<file path="config.mk">
export PLATFORM = sky130hd
export DESIGN_NAME = bscan_port
export DESIGN_NICKNAME = d
export VERILOG_FILES = /design/src/rtl/bscan_pkg.sv /design/src/rtl/bscan_ctrl.sv /design/src/rtl/bscan_dp.sv /design/src/rtl/bscan_port.sv
export SDC_FILE = /design/constraint.sdc
export NUM_CORES = 1
export LEC_CHECK = 0
export CELL_PAD_IN_SITES_DETAIL_PLACEMENT = 2
export CELL_PAD_IN_SITES_GLOBAL_PLACEMENT = 2
export CORE_ASPECT_RATIO = 0.9
export CORE_MARGIN = 4
export CORE_UTILIZATION = 32
export CTS_CLUSTER_DIAMETER = 80
export DETAILED_ROUTE_END_ITERATION = 10
export DONT_BUFFER_PORTS = 1
export GPL_ROUTABILITY_DRIVEN = 0
export PLACE_DENSITY = 0.63
export SETUP_SLACK_MARGIN = 0.1
export SKIP_LAST_GASP = 1
export SYNTH_ARGS = -nofsm -noshare
export SYNTH_HDL_FRONTEND = slang
export SYNTH_SLANG_ARGS = --single-unit
export TNS_END_PERCENT = 50
</file>
<file path="constraint.sdc">
create_clock -name tck -period 2.84 [get_ports tck]
set_input_delay 0.284 -clock tck [delete_from_list [all_inputs] [get_ports tck]]
set_output_delay 0.284 -clock tck [all_outputs]
set_load 0.01 [all_outputs]
</file>
<file path="src/rtl/bscan_pkg.sv">
package bscan_pkg;

  localparam int IR_W = 3;

  localparam logic [IR_W-1:0] INS_EXTEST  = 3'b000;
  localparam logic [IR_W-1:0] INS_IDCODE  = 3'b001;
  localparam logic [IR_W-1:0] INS_SAMPLEZ = 3'b010;
  localparam logic [IR_W-1:0] INS_SAMPLE  = 3'b100;
  localparam logic [IR_W-1:0] INS_BYPASS  = 3'b111;
  localparam logic [IR_W-1:0] IR_CAPTURE  = 3'b001;

  localparam int REV_W    = 3;
  localparam int VENDOR_W = 11;
  localparam logic [REV_W-1:0]    ID_REVISION = 3'b000;
  localparam logic [VENDOR_W-1:0] ID_VENDOR   = 11'b00001001110;

  typedef enum logic [3:0] {
    ST_RESET, ST_IDLE,
    ST_SEL_DR, ST_CAP_DR, ST_SHIFT_DR, ST_EXIT1_DR, ST_PAUSE_DR, ST_EXIT2_DR, ST_UPD_DR,
    ST_SEL_IR, ST_CAP_IR, ST_SHIFT_IR, ST_EXIT1_IR, ST_PAUSE_IR, ST_EXIT2_IR, ST_UPD_IR
  } tapState_t;

  typedef struct packed {
    logic captureDr;
    logic shiftDr;
    logic shiftIr;
    logic selBypass;
    logic selId;
    logic selBsr;
    logic irTdo;
  } scanStrobe_t;

endpackage

</file>
<file path="src/rtl/bscan_ctrl.sv">
module bscan_ctrl
  import bscan_pkg::*;
(
  input  logic        tck,
  input  logic        rstN,
  input  logic        tms,
  input  logic        tdi,
  output scanStrobe_t strb,
  output logic        dqHighZ
);

  tapState_t state, nextState;
  logic [IR_W-1:0] irShift;
  logic [IR_W-1:0] irReg;

  always_ff @(posedge tck or negedge rstN) begin
    if (!rstN) state <= ST_RESET;
    else       state <= nextState;
  end

  always_comb begin
    nextState = state;
    case (state)
      ST_RESET:    nextState = tms ? ST_RESET    : ST_IDLE;
      ST_IDLE:     nextState = tms ? ST_SEL_DR   : ST_IDLE;
      ST_SEL_DR:   nextState = tms ? ST_SEL_IR   : ST_CAP_DR;
      ST_CAP_DR:   nextState = tms ? ST_EXIT1_DR : ST_SHIFT_DR;
      ST_SHIFT_DR: nextState = tms ? ST_EXIT1_DR : ST_SHIFT_DR;
      ST_EXIT1_DR: nextState = tms ? ST_UPD_DR   : ST_PAUSE_DR;
      ST_PAUSE_DR: nextState = tms ? ST_EXIT2_DR : ST_PAUSE_DR;
      ST_EXIT2_DR: nextState = tms ? ST_UPD_DR   : ST_SHIFT_DR;
      ST_UPD_DR:   nextState = tms ? ST_SEL_DR   : ST_IDLE;
      ST_SEL_IR:   nextState = tms ? ST_RESET    : ST_CAP_IR;
      ST_CAP_IR:   nextState = tms ? ST_EXIT1_IR : ST_SHIFT_IR;
      ST_SHIFT_IR: nextState = tms ? ST_EXIT1_IR : ST_SHIFT_IR;
      ST_EXIT1_IR: nextState = tms ? ST_UPD_IR   : ST_PAUSE_IR;
      ST_PAUSE_IR: nextState = tms ? ST_EXIT2_IR : ST_PAUSE_IR;
      ST_EXIT2_IR: nextState = tms ? ST_UPD_IR   : ST_SHIFT_IR;
      ST_UPD_IR:   nextState = tms ? ST_SEL_DR   : ST_IDLE;
      default:     nextState = ST_RESET;
    endcase
  end

  // instruction shifter: capture fixed pattern, shift toward bit 0
  always_ff @(posedge tck or negedge rstN) begin
    if (!rstN) begin
      irShift <= '0;
    end else if (state == ST_CAP_IR) begin
      irShift <= IR_CAPTURE;
    end else if (state == ST_SHIFT_IR) begin
      irShift <= {tdi, irShift[IR_W-1:1]};
    end
  end

  // active instruction
  always_ff @(posedge tck or negedge rstN) begin
    if (!rstN)                  irReg <= INS_IDCODE;
    else if (state == ST_RESET) irReg <= INS_IDCODE;
    else if (state == ST_UPD_IR) irReg <= irShift;
  end

  always_comb begin
    strb           = '0;
    strb.captureDr = (state == ST_CAP_DR);
    strb.shiftDr   = (state == ST_SHIFT_DR);
    strb.shiftIr   = (state == ST_SHIFT_IR);
    strb.irTdo     = irShift[0];
    case (irReg)
      INS_IDCODE:                          strb.selId  = 1'b1;
      INS_EXTEST, INS_SAMPLEZ, INS_SAMPLE: strb.selBsr = 1'b1;
      default:                             strb.selBypass = 1'b1;
    endcase
  end

  assign dqHighZ = (irReg == INS_EXTEST) || (irReg == INS_SAMPLEZ);

  a_r2_reset_state_loads_idcode: assert property (@(posedge tck) disable iff (!rstN)
    (state == ST_RESET) |=> (irReg == INS_IDCODE));

  a_r3_capture_ir_pattern: assert property (@(posedge tck) disable iff (!rstN)
    (state == ST_CAP_IR) |=> (irShift == 3'b001));

  a_r2_five_ones_reach_reset: assert property (@(posedge tck) disable iff (!rstN)
    ($past(tms, 1) && $past(tms, 2) && $past(tms, 3) && $past(tms, 4) && $past(tms, 5))
      |-> (state == ST_RESET));

  a_r8_highz_rises_after_update: assert property (@(posedge tck) disable iff (!rstN)
    $rose(dqHighZ) |-> ($past(state) == ST_UPD_IR));

endmodule

</file>
<file path="src/rtl/bscan_dp.sv">
module bscan_dp
  import bscan_pkg::*;
#(
  parameter int BSR_LEN = 108,
  parameter int CFG_W   = 17,
  parameter logic [CFG_W-1:0] PART_CFG = 17'h0A5C3
) (
  input  logic               tck,
  input  logic               rstN,
  input  logic               tdi,
  input  logic [BSR_LEN-1:0] pinSample,
  input  scanStrobe_t        strb,
  output logic               tdo,
  output logic               tdoEn
);

  localparam int ID_W = REV_W + CFG_W + VENDOR_W + 1;
  localparam logic [ID_W-1:0] ID_VALUE = {ID_REVISION, PART_CFG, ID_VENDOR, 1'b1};

  logic              bypassReg;
  logic [ID_W-1:0]   idShift;
  logic [BSR_LEN-1:0] bsr;
  logic              drBit;

  always_ff @(posedge tck or negedge rstN) begin
    if (!rstN) begin
      bypassReg <= 1'b0;
    end else if (strb.selBypass) begin
      if (strb.captureDr)    bypassReg <= 1'b0;
      else if (strb.shiftDr) bypassReg <= tdi;
    end
  end

  always_ff @(posedge tck or negedge rstN) begin
    if (!rstN) begin
      idShift <= '0;
    end else if (strb.selId) begin
      if (strb.captureDr)    idShift <= ID_VALUE;
      else if (strb.shiftDr) idShift <= {tdi, idShift[ID_W-1:1]};
    end
  end

  // boundary chain, one cell per sampled pin
  for (genvar i = 0; i < BSR_LEN; i++) begin : g_cell
    logic shiftIn;
    if (i == BSR_LEN - 1) begin : g_head
      assign shiftIn = tdi;
    end else begin : g_body
      assign shiftIn = bsr[i+1];
    end
    always_ff @(posedge tck or negedge rstN) begin
      if (!rstN) begin
        bsr[i] <= 1'b0;
      end else if (strb.selBsr) begin
        if (strb.captureDr)    bsr[i] <= pinSample[i];
        else if (strb.shiftDr) bsr[i] <= shiftIn;
      end
    end
  end

  always_comb begin
    if (strb.selBypass)  drBit = bypassReg;
    else if (strb.selId) drBit = idShift[0];
    else                 drBit = bsr[0];
  end

  always_ff @(negedge tck or negedge rstN) begin
    if (!rstN) begin
      tdo   <= 1'b0;
      tdoEn <= 1'b0;
    end else begin
      tdo   <= strb.shiftIr ? strb.irTdo : drBit;
      tdoEn <= strb.shiftDr | strb.shiftIr;
    end
  end

  a_r5_bypass_captures_zero: assert property (@(posedge tck) disable iff (!rstN)
    (strb.captureDr && strb.selBypass) |=> (bypassReg == 1'b0));

  a_r4_id_capture: assert property (@(posedge tck) disable iff (!rstN)
    (strb.captureDr && strb.selId) |=> (idShift == ID_VALUE));

  a_r9_chain_takes_pins: assert property (@(posedge tck) disable iff (!rstN)
    (strb.captureDr && strb.selBsr) |=> (bsr == $past(pinSample)));

  a_r10_enable_only_in_shift: assert property (@(posedge tck) disable iff (!rstN)
    tdoEn |-> (strb.shiftDr || strb.shiftIr));

endmodule

</file>
<file path="src/rtl/bscan_port.sv">
module bscan_port
  import bscan_pkg::*;
#(
  parameter int BSR_LEN = 108,
  parameter int CFG_W   = 17,
  parameter logic [CFG_W-1:0] PART_CFG = 17'h0A5C3
) (
  input  logic               tck,
  input  logic               rstN,
  input  logic               tms,
  input  logic               tdi,
  input  logic [BSR_LEN-1:0] pinSample,
  output logic               tdo,
  output logic               tdoEn,
  output logic               dqHighZ
);

  scanStrobe_t strb;

  bscan_ctrl u_ctrl (
    .tck     (tck),
    .rstN    (rstN),
    .tms     (tms),
    .tdi     (tdi),
    .strb    (strb),
    .dqHighZ (dqHighZ)
  );

  bscan_dp #(
    .BSR_LEN  (BSR_LEN),
    .CFG_W    (CFG_W),
    .PART_CFG (PART_CFG)
  ) u_dp (
    .tck       (tck),
    .rstN      (rstN),
    .tdi       (tdi),
    .pinSample (pinSample),
    .strb      (strb),
    .tdo       (tdo),
    .tdoEn     (tdoEn)
  );

endmodule

</file>
==> results.json, run 1 <==
{
  "hold-worst-slack_ns": -0.4358,
  "finalHoldViolCount": 151,
  "yosysTopAreaCell": "dfrtp_1",
  "cts_made_buffers": 17,
  "fin_worst_skew_ns": 0.02381,
  "hold_buffers": 1,
  "p_sw_mw": 2.385,
  "synthTopCellsByCount": "mux2_2 (230), dfrtp_1 (150), clkbuf_1 (23)",
  "power_mw": 7.919,
  "setup_viol": 0,
  "critPathKind": "register to register",
  "h-tree-depth": 4,
  "p_leak_nw": 3.937,
  "first_iter_violations": 150,
  "ir_worst_vdd_mv": 0.3853,
  "grt_start_max_net_pins": 154,
  "relSlewSlack_pct": 64.34,
  "cp.required_ns": 1.65,
  "syn-num-nets": 673,
  "antenna_found_initial": 13,
  "grt_pass1_wl_um": 27500,
  "intPower_mw": 5.534,
  "p_seq_share_pct": 39.3,
  "regToRegEndpoint": "u_dp.tdo$_DFF_NN0_",
  "cts_max_path_buffers": 2,
  "yosysTopAreaCellShare_pct": 50.26,
  "via_per_inst": 4.943,
  "muxShareOfSynthArea_pct": 37.43,
  "met1_usage_pct": 16.10,
  "die_w_um": 169.0,
  "post_cts_buffers": 0,
  "synth-simple-area-share_pct": 4.674,
  "combPwrFrac_pct": 31.3,
  "syn-cell-area_sq_um": 7468,
  "nets": 671,
  "clkSlewWorstSetupHoldPaths_ns": 0.07,
  "synth-compound-area-share_pct": 2.798,
  "synth-main-ff-cell": "dfrtp_1",
  "io_buffers": 0,
  "critical_path.max_fanout": 4,
  "die_area_sq_um": 25850,
  "end_kind": "register",
  "synth_top_family_by_area": "multiplexers",
  "synth_edf_count": 0,
  "dr.pass1.iters": 4,
  "synth-seq-cells": 153,
  "drive_gt1_share_pct": 49.91,
  "start_util_pct": 32.89,
  "hp-class": "primary input to async pin",
  "cts-root-buf": "clkbuf_16",
  "yosysWarnings": 0,
  "crit_end": "u_dp.tdo$_DFF_NN0_",
  "grt.busiest_layer": "met2",
  "met3_usage_pct": 6.818,
  "syn_inst": 561,
  "vias": 4300,
  "area_delta_synth_final_pct": 13.57,
  "cts.sinks": 153,
  "r2r_slack_ns": 0.21,
  "startpoint": "u_ctrl.irReg[2]$_DFFE_PN0P_",
  "violations": "negative hold slack",
  "core-area_sq_um": 22710,
  "final.setup.tns_ns": 0,
  "drv_slew": 0,
  "reg2reg_depth": 3,
  "drv_cap": 0,
  "power_frac_clock_pct": 29.4,
  "hpwl_um": 11370,
  "worstPathArrival_ns": 1.44,
  "routed_wl_um": 16790,
  "synth_fa_ha_area_share_pct": 0.1340,
  "avgSynthCellArea_sq_um": 13.31,
  "r2r_start": "u_ctrl.irReg[2]$_DFFE_PN0P_",
  "power_per_cell_area_nw_per_um2": 933.6,
  "ant_nets": 0,
  "core.rowCount": 52,
  "grt-ovfl-total": 0,
  "drc": 0,
  "status": "finished, violations left",
  "synth_most_common_cell": "mux2_2",
  "clock_latency_ns": 0.42,
  "synth.distinct_cells": 44,
  "cts_tree": "built",
  "fp.dieH_um": 152.9,
  "track_usage_pct": 13.44,
  "seq_area_frac_synth_pct": 51.28,
  "synthArstFlopShare_pct": 100.0,
  "grt_pass1_vias": 4904,
  "synth_xor_area_share_pct": 0.1173,
  "boundaryPins": 115,
  "gr-usage-met2_pct": 21.76,
  "cp-start-kind": "register",
  "worstMarginPinSlew_ns": 0.5349,
  "p_sw_share_pct": 30.12,
  "rsz0062_at_grt": "no",
  "wire_per_inst_um": 19.30,
  "yosys-top-cells-area": "dfrtp_1 (50%), mux2_2 (35%), mux2i_1 (2.1%)"
}
[layout make-up]
cell class	count	area (sq um)
tap	297	371.6
inverter	18	67.56
multi-input combinational	348	3387
timing repair buffer	21	222.7
clock buffer	18	439.2
antenna	2	5.005
fill	2304	14220
clock inverter	13	158.9
sequential	153	3830
[placed cells by master, fill, tap and decap left out, drive strengths merged, types with 2 or more instances in the layout]
cell	n
dfrtn	2
inv	24
nand2b	3
and2	2
a21boi	2
nor2b	4
nor2	21
o21ai	6
mux2i	16
nor3b	2
nand4b	2
clkinvlp	2
mux2	234
clkbuf	18
diode	2
nand2	22
clkinv	3
buf	20
bufinv	2
o22ai	2
nand3b	4
dfrtp	150
a31oi	2
a21oi	6
[routing by layer]
metal / up-vias / part of all wire, %
li1: 1968 / -
met1: 2204 / 42
met2: 77 / 49
met3: 29 / 7.5
met4: 22 / 0.88
met5: - / 0.92
[state kept, by name (all words and copies together), names as in the netlist, 3 cells and up]
name and cells:
u_dp.g_cell.shiftIn 107, u_dp.idShift 32, u_ctrl.state 4, u_ctrl.irReg 3
u_ctrl.irShift 3
[logic make-up after synthesis]
| group | Yosys count |
|---|---|
| muxes | 250 |
| DFF | 153 |
| and+or+nand+nor | 69 |
| buffers and inverters | 60 |
| AOI/OAI and AO/OA | 27 |
| xor gates and xnor gates | 1 |
| adders and majority gates | 1 |
[power groups by stage]
stage          sequential [mW]  clock (mW)  combinational [mW]
3_5_place_dp              3.16           0                2.52
4_1_cts                   3.12        2.40                2.54
5_1_grt                   3.20        2.53                2.75
2_1_floorplan             3.01           0                2.05
3_3_place_gp              3.11           0                2.41
6_report                  3.11        2.32                2.48
[timing repair]
item	4_1_cts	5_1_grt
resized for setup	0	1
setup endpoints to repair	0	1
hold endpoints to repair	152	151
[critical path, cell delays in order, from the launching register on]
cell,delay [ns]
dfrtp_1,0.45
maj3_1,0.40
nand2_1,0.09
a31oi_1,0.08
[how the worst min path moves through the flow]
stage | cells past startpoint | end | slack [ns]
6_report | 0 | u_ctrl.state[2]$_DFF_PN0_ | -0.44
3_5_place_dp | 0 | u_ctrl.state[1]$_DFF_PN0_ | 0.0007
2_1_floorplan | 0 | u_ctrl.irReg[1]$_DFFE_PN0P_ | -0.01
5_1_grt | 0 | u_ctrl.state[3]$_DFF_PN0_ | -0.47
3_3_place_gp | 0 | u_ctrl.irReg[2]$_DFFE_PN0P_ | 0.001
4_1_cts | 0 | u_ctrl.state[1]$_DFF_PN0_ | -0.46
[through the flow]
stage | setup slack, ns | hold slack (ns) | utilization (%) | instances | cell area [sq um]
after global placement | 0.2715 | 0.001226 | 34.65 | 836 | 7869
after global routing | 0.1600 | -0.4683 | 37.34 | 869 | 8479
final | 0.2116 | -0.4358 | 37.35 | 870 | 8482
after CTS | 0.1732 | -0.4608 | 37.33 | 868 | 8477
after detailed placement | 0.2114 | 0.0007425 | 34.65 | 836 | 7869
after floorplan | 0.1217 | -0.01159 | - | 561 | 7468
(Power assumes the default switching activity.)
==> inputs of run 2 (changes only) <==
--- a/config.mk
+++ b/config.mk
@@ -14,7 +14,7 @@
 export DETAILED_ROUTE_END_ITERATION = 10
 export DONT_BUFFER_PORTS = 1
 export GPL_ROUTABILITY_DRIVEN = 0
-export PLACE_DENSITY = 0.63
+export PLACE_DENSITY_LB_ADDON = 0.25
 export SETUP_SLACK_MARGIN = 0.1
 export SKIP_LAST_GASP = 1
 export SYNTH_ARGS = -nofsm -noshare
==> run 2 against run 1 <==
  * The run still ends with negative hold slack left
  * Non-clock buffer count grew 1
  * Clock power barely moved
  * Clock-buffer cell count rose by 1
  * Core utilization up 0.24 points
  * Critical path depth unchanged
  * Wire length is 2.7% higher
  * Global-route usage up 0.25 points
  * Worst setup slack improved by 0.041 ns
  * Flip-flop and latch count unchanged
  * Sequential power about the same
  * Total power is 0.67% higher
  * Sequential share of layout area down 0.29 points
  * Critical path type unchanged
  * Critical endpoint unchanged
  * Largest cell class unchanged
  * Highest routed layer unchanged
==> results.json, run 2 (synthesis results as in run 1) <==
{
  "dp.cells": 837,
  "dpl_cell_area_sq_um": 7914,
  "final.setup.tns_ns": 0,
  "drive_gt1_share_pct": 49.91,
  "end_kind": "register",
  "nets": 672,
  "setup_viol": 0,
  "violations": "negative hold slack",
  "io_buffers": 0,
  "via_per_inst": 4.955,
  "stdcell_count": 874,
  "cts_made_buffers": 17,
  "cp-start-kind": "register",
  "core-area_sq_um": 22710,
  "grt_pass1_vias": 5002,
  "grt.busiest_layer": "met2",
  "hold-worst-slack_ns": -0.4344,
  "fin_worst_skew_ns": 0.02241,
  "critPathKind": "register to register",
  "hold_buffers": 1,
  "finish.instance_area_sq_um": 8537,
  "status": "finished, violations left",
  "worstPathArrival_ns": 1.40,
  "power_per_cell_area_nw_per_um2": 933.8,
  "drc": 0,
  "p_sw_mw": 2.397,
  "finalHoldViolCount": 151,
  "multi_input_area_sq_um": 3387,
  "met3_usage_pct": 7.025,
  "worstMarginPinSlew_ns": 0.4390,
  "ir_worst_vdd_mv": 0.5299,
  "wire_per_inst_um": 19.73,
  "hp-class": "primary input to async pin",
  "intPower_mw": 5.575,
  "gr-usage-met2_pct": 22.79,
  "relSlewSlack_pct": 70.73,
  "cts_tree": "built",
  "die_w_um": 169.0,
  "die_area_sq_um": 25850,
  "met1_usage_pct": 15.79,
  "grt_pass1_wl_um": 27780,
  "combPwrFrac_pct": 31.9,
  "p_seq_share_pct": 39.0,
  "grt_start_max_net_pins": 154,
  "largest_reg_flops": 107,
  "antenna_found_initial": 15,
  "area_delta_synth_final_pct": 14.31,
  "ant_nets": 0,
  "final_cell_mix": "mux2_2 (230), dfrtp_1 (150), nand2_1 (22)",
  "dr.pass1.iters": 3,
  "vias": 4331,
  "fill_cells": 2276,
  "clkSlewWorstSetupHoldPaths_ns": 0.06,
  "cts.sinks": 153,
  "core.rowCount": 52,
  "p_leak_nw": 3.960,
  "cts-root-buf": "clkbuf_16",
  "track_usage_pct": 13.68,
  "start_util_pct": 32.89,
  "boundaryPins": 115,
  "power_frac_clock_pct": 29.0,
  "seq_area_sq_um": 3830,
  "final_common_cell": "mux2_2",
  "routed_wl_um": 17240,
  "hpwl_um": 11560,
  "finalWorstSetupSlack_ns": 0.2527,
  "cp.required_ns": 1.65,
  "clock_latency_ns": 0.42,
  "grt-ovfl-total": 0,
  "first_iter_violations": 158,
  "rsz0062_at_grt": "no",
  "h-tree-depth": 4,
  "p_sw_share_pct": 30.07,
  "cts_max_path_buffers": 2,
  "drv_cap": 0,
  "drv_slew": 0,
  "place_ws_ns": 0.2363,
  "critical_path.max_fanout": 7,
  "fp.dieH_um": 152.9
}
## run 2: cell count changes in the layout (fill, tap and decap cells not counted), sizes merged
| cell | change |
|---|---|
| buf | +1 |
| clkbuf | +1 |
| clkinv | +1 |
| clkinvlp | -2 |
| diode | +2 |
| inv | +1 |
## run 2: worst paths after layout
| kind | from | to | slack, ns | cells after the start |
|---|---|---|---|---|
| max in group asynchronous | rstN | u_dp.tdoEn$_DFF_NN0_ | 1.80 | 0 |
| setup / recovery | u_ctrl.irReg[0]$_DFFE_PN1P_ | u_dp.tdo$_DFF_NN0_ | 0.25 | 3 |
| hold reg to reg | u_dp.g_cell[31].shiftIn$_DFFE_PN0P_ | u_dp.g_cell[31].shiftIn$_DFFE_PN0P_ | 0.49 | 1 |
| setup reg to reg | u_ctrl.irReg[0]$_DFFE_PN1P_ | u_dp.tdo$_DFF_NN0_ | 0.25 | 3 |
| min in group tck | tms | u_ctrl.state[0]$_DFF_PN0_ | 0.09 | 2 |
| hold / removal | rstN | u_ctrl.state[1]$_DFF_PN0_ | -0.43 | 0 |
## run 2: timing repair
item | in CTS | in global routing
resized for setup | 0 | 1
setup endpoints to repair | 0 | 1
buffers inserted | 0 | 0
endpoints found under the hold margin | 152 | 151
## run 2: routing by layer
| layer | vias up | part of all wire [%] | wire length, um |
|---|---|---|---|
| met5 | - | 0.92 | 159 |
| met4 | 22 | 0.82 | 142 |
| met3 | 30 | 6.8 | 1175 |
| met2 | 77 | 50 | 8553 |
| met1 | 2223 | 42 | 7211 |
| li1 | 1979 | - | - |
## run 2: per-stage QoR
stage | utilization (%) | hold WS (ns) | power [mW]
finish | 37.60 | -0.4344 | 7.972
global route | 37.60 | -0.4699 | 8.520
CTS | 37.55 | -0.4723 | 8.132
detailed placement | 34.85 | -0.004136 | 5.737
global placement | 34.85 | -0.001043 | 5.568
floorplan | - | -0.01159 | 5.059
## run 2: final cells by class
type / instances / share of cell area, %
diodes: 4 / 0.1173
repair buffers: 22 / 3.136
clock inverters: 13 / 1.876
well taps: 297 / 4.353
clock buffers: 19 / 5.188
inverters: 18 / 0.7914
flip-flops and latches: 153 / 44.86
multi-input cells: 348 / 39.67
## run 2: worst max-delay path, cell delays in order (launching register included)
cell and delay, ns:
dfstp_2 0.61, nor2_1 0.12, a21boi_1 0.16, a31oi_1 0.09
## run 2: power groups by stage
stage	Clock [mW]	Combinational (mW)	Sequential, mW
3_5_place_dp	0	2.57	3.16
3_3_place_gp	0	2.46	3.11
6_report	2.32	2.54	3.11
2_1_floorplan	0	2.05	3.01
4_1_cts	2.41	2.60	3.13
5_1_grt	2.52	2.81	3.20
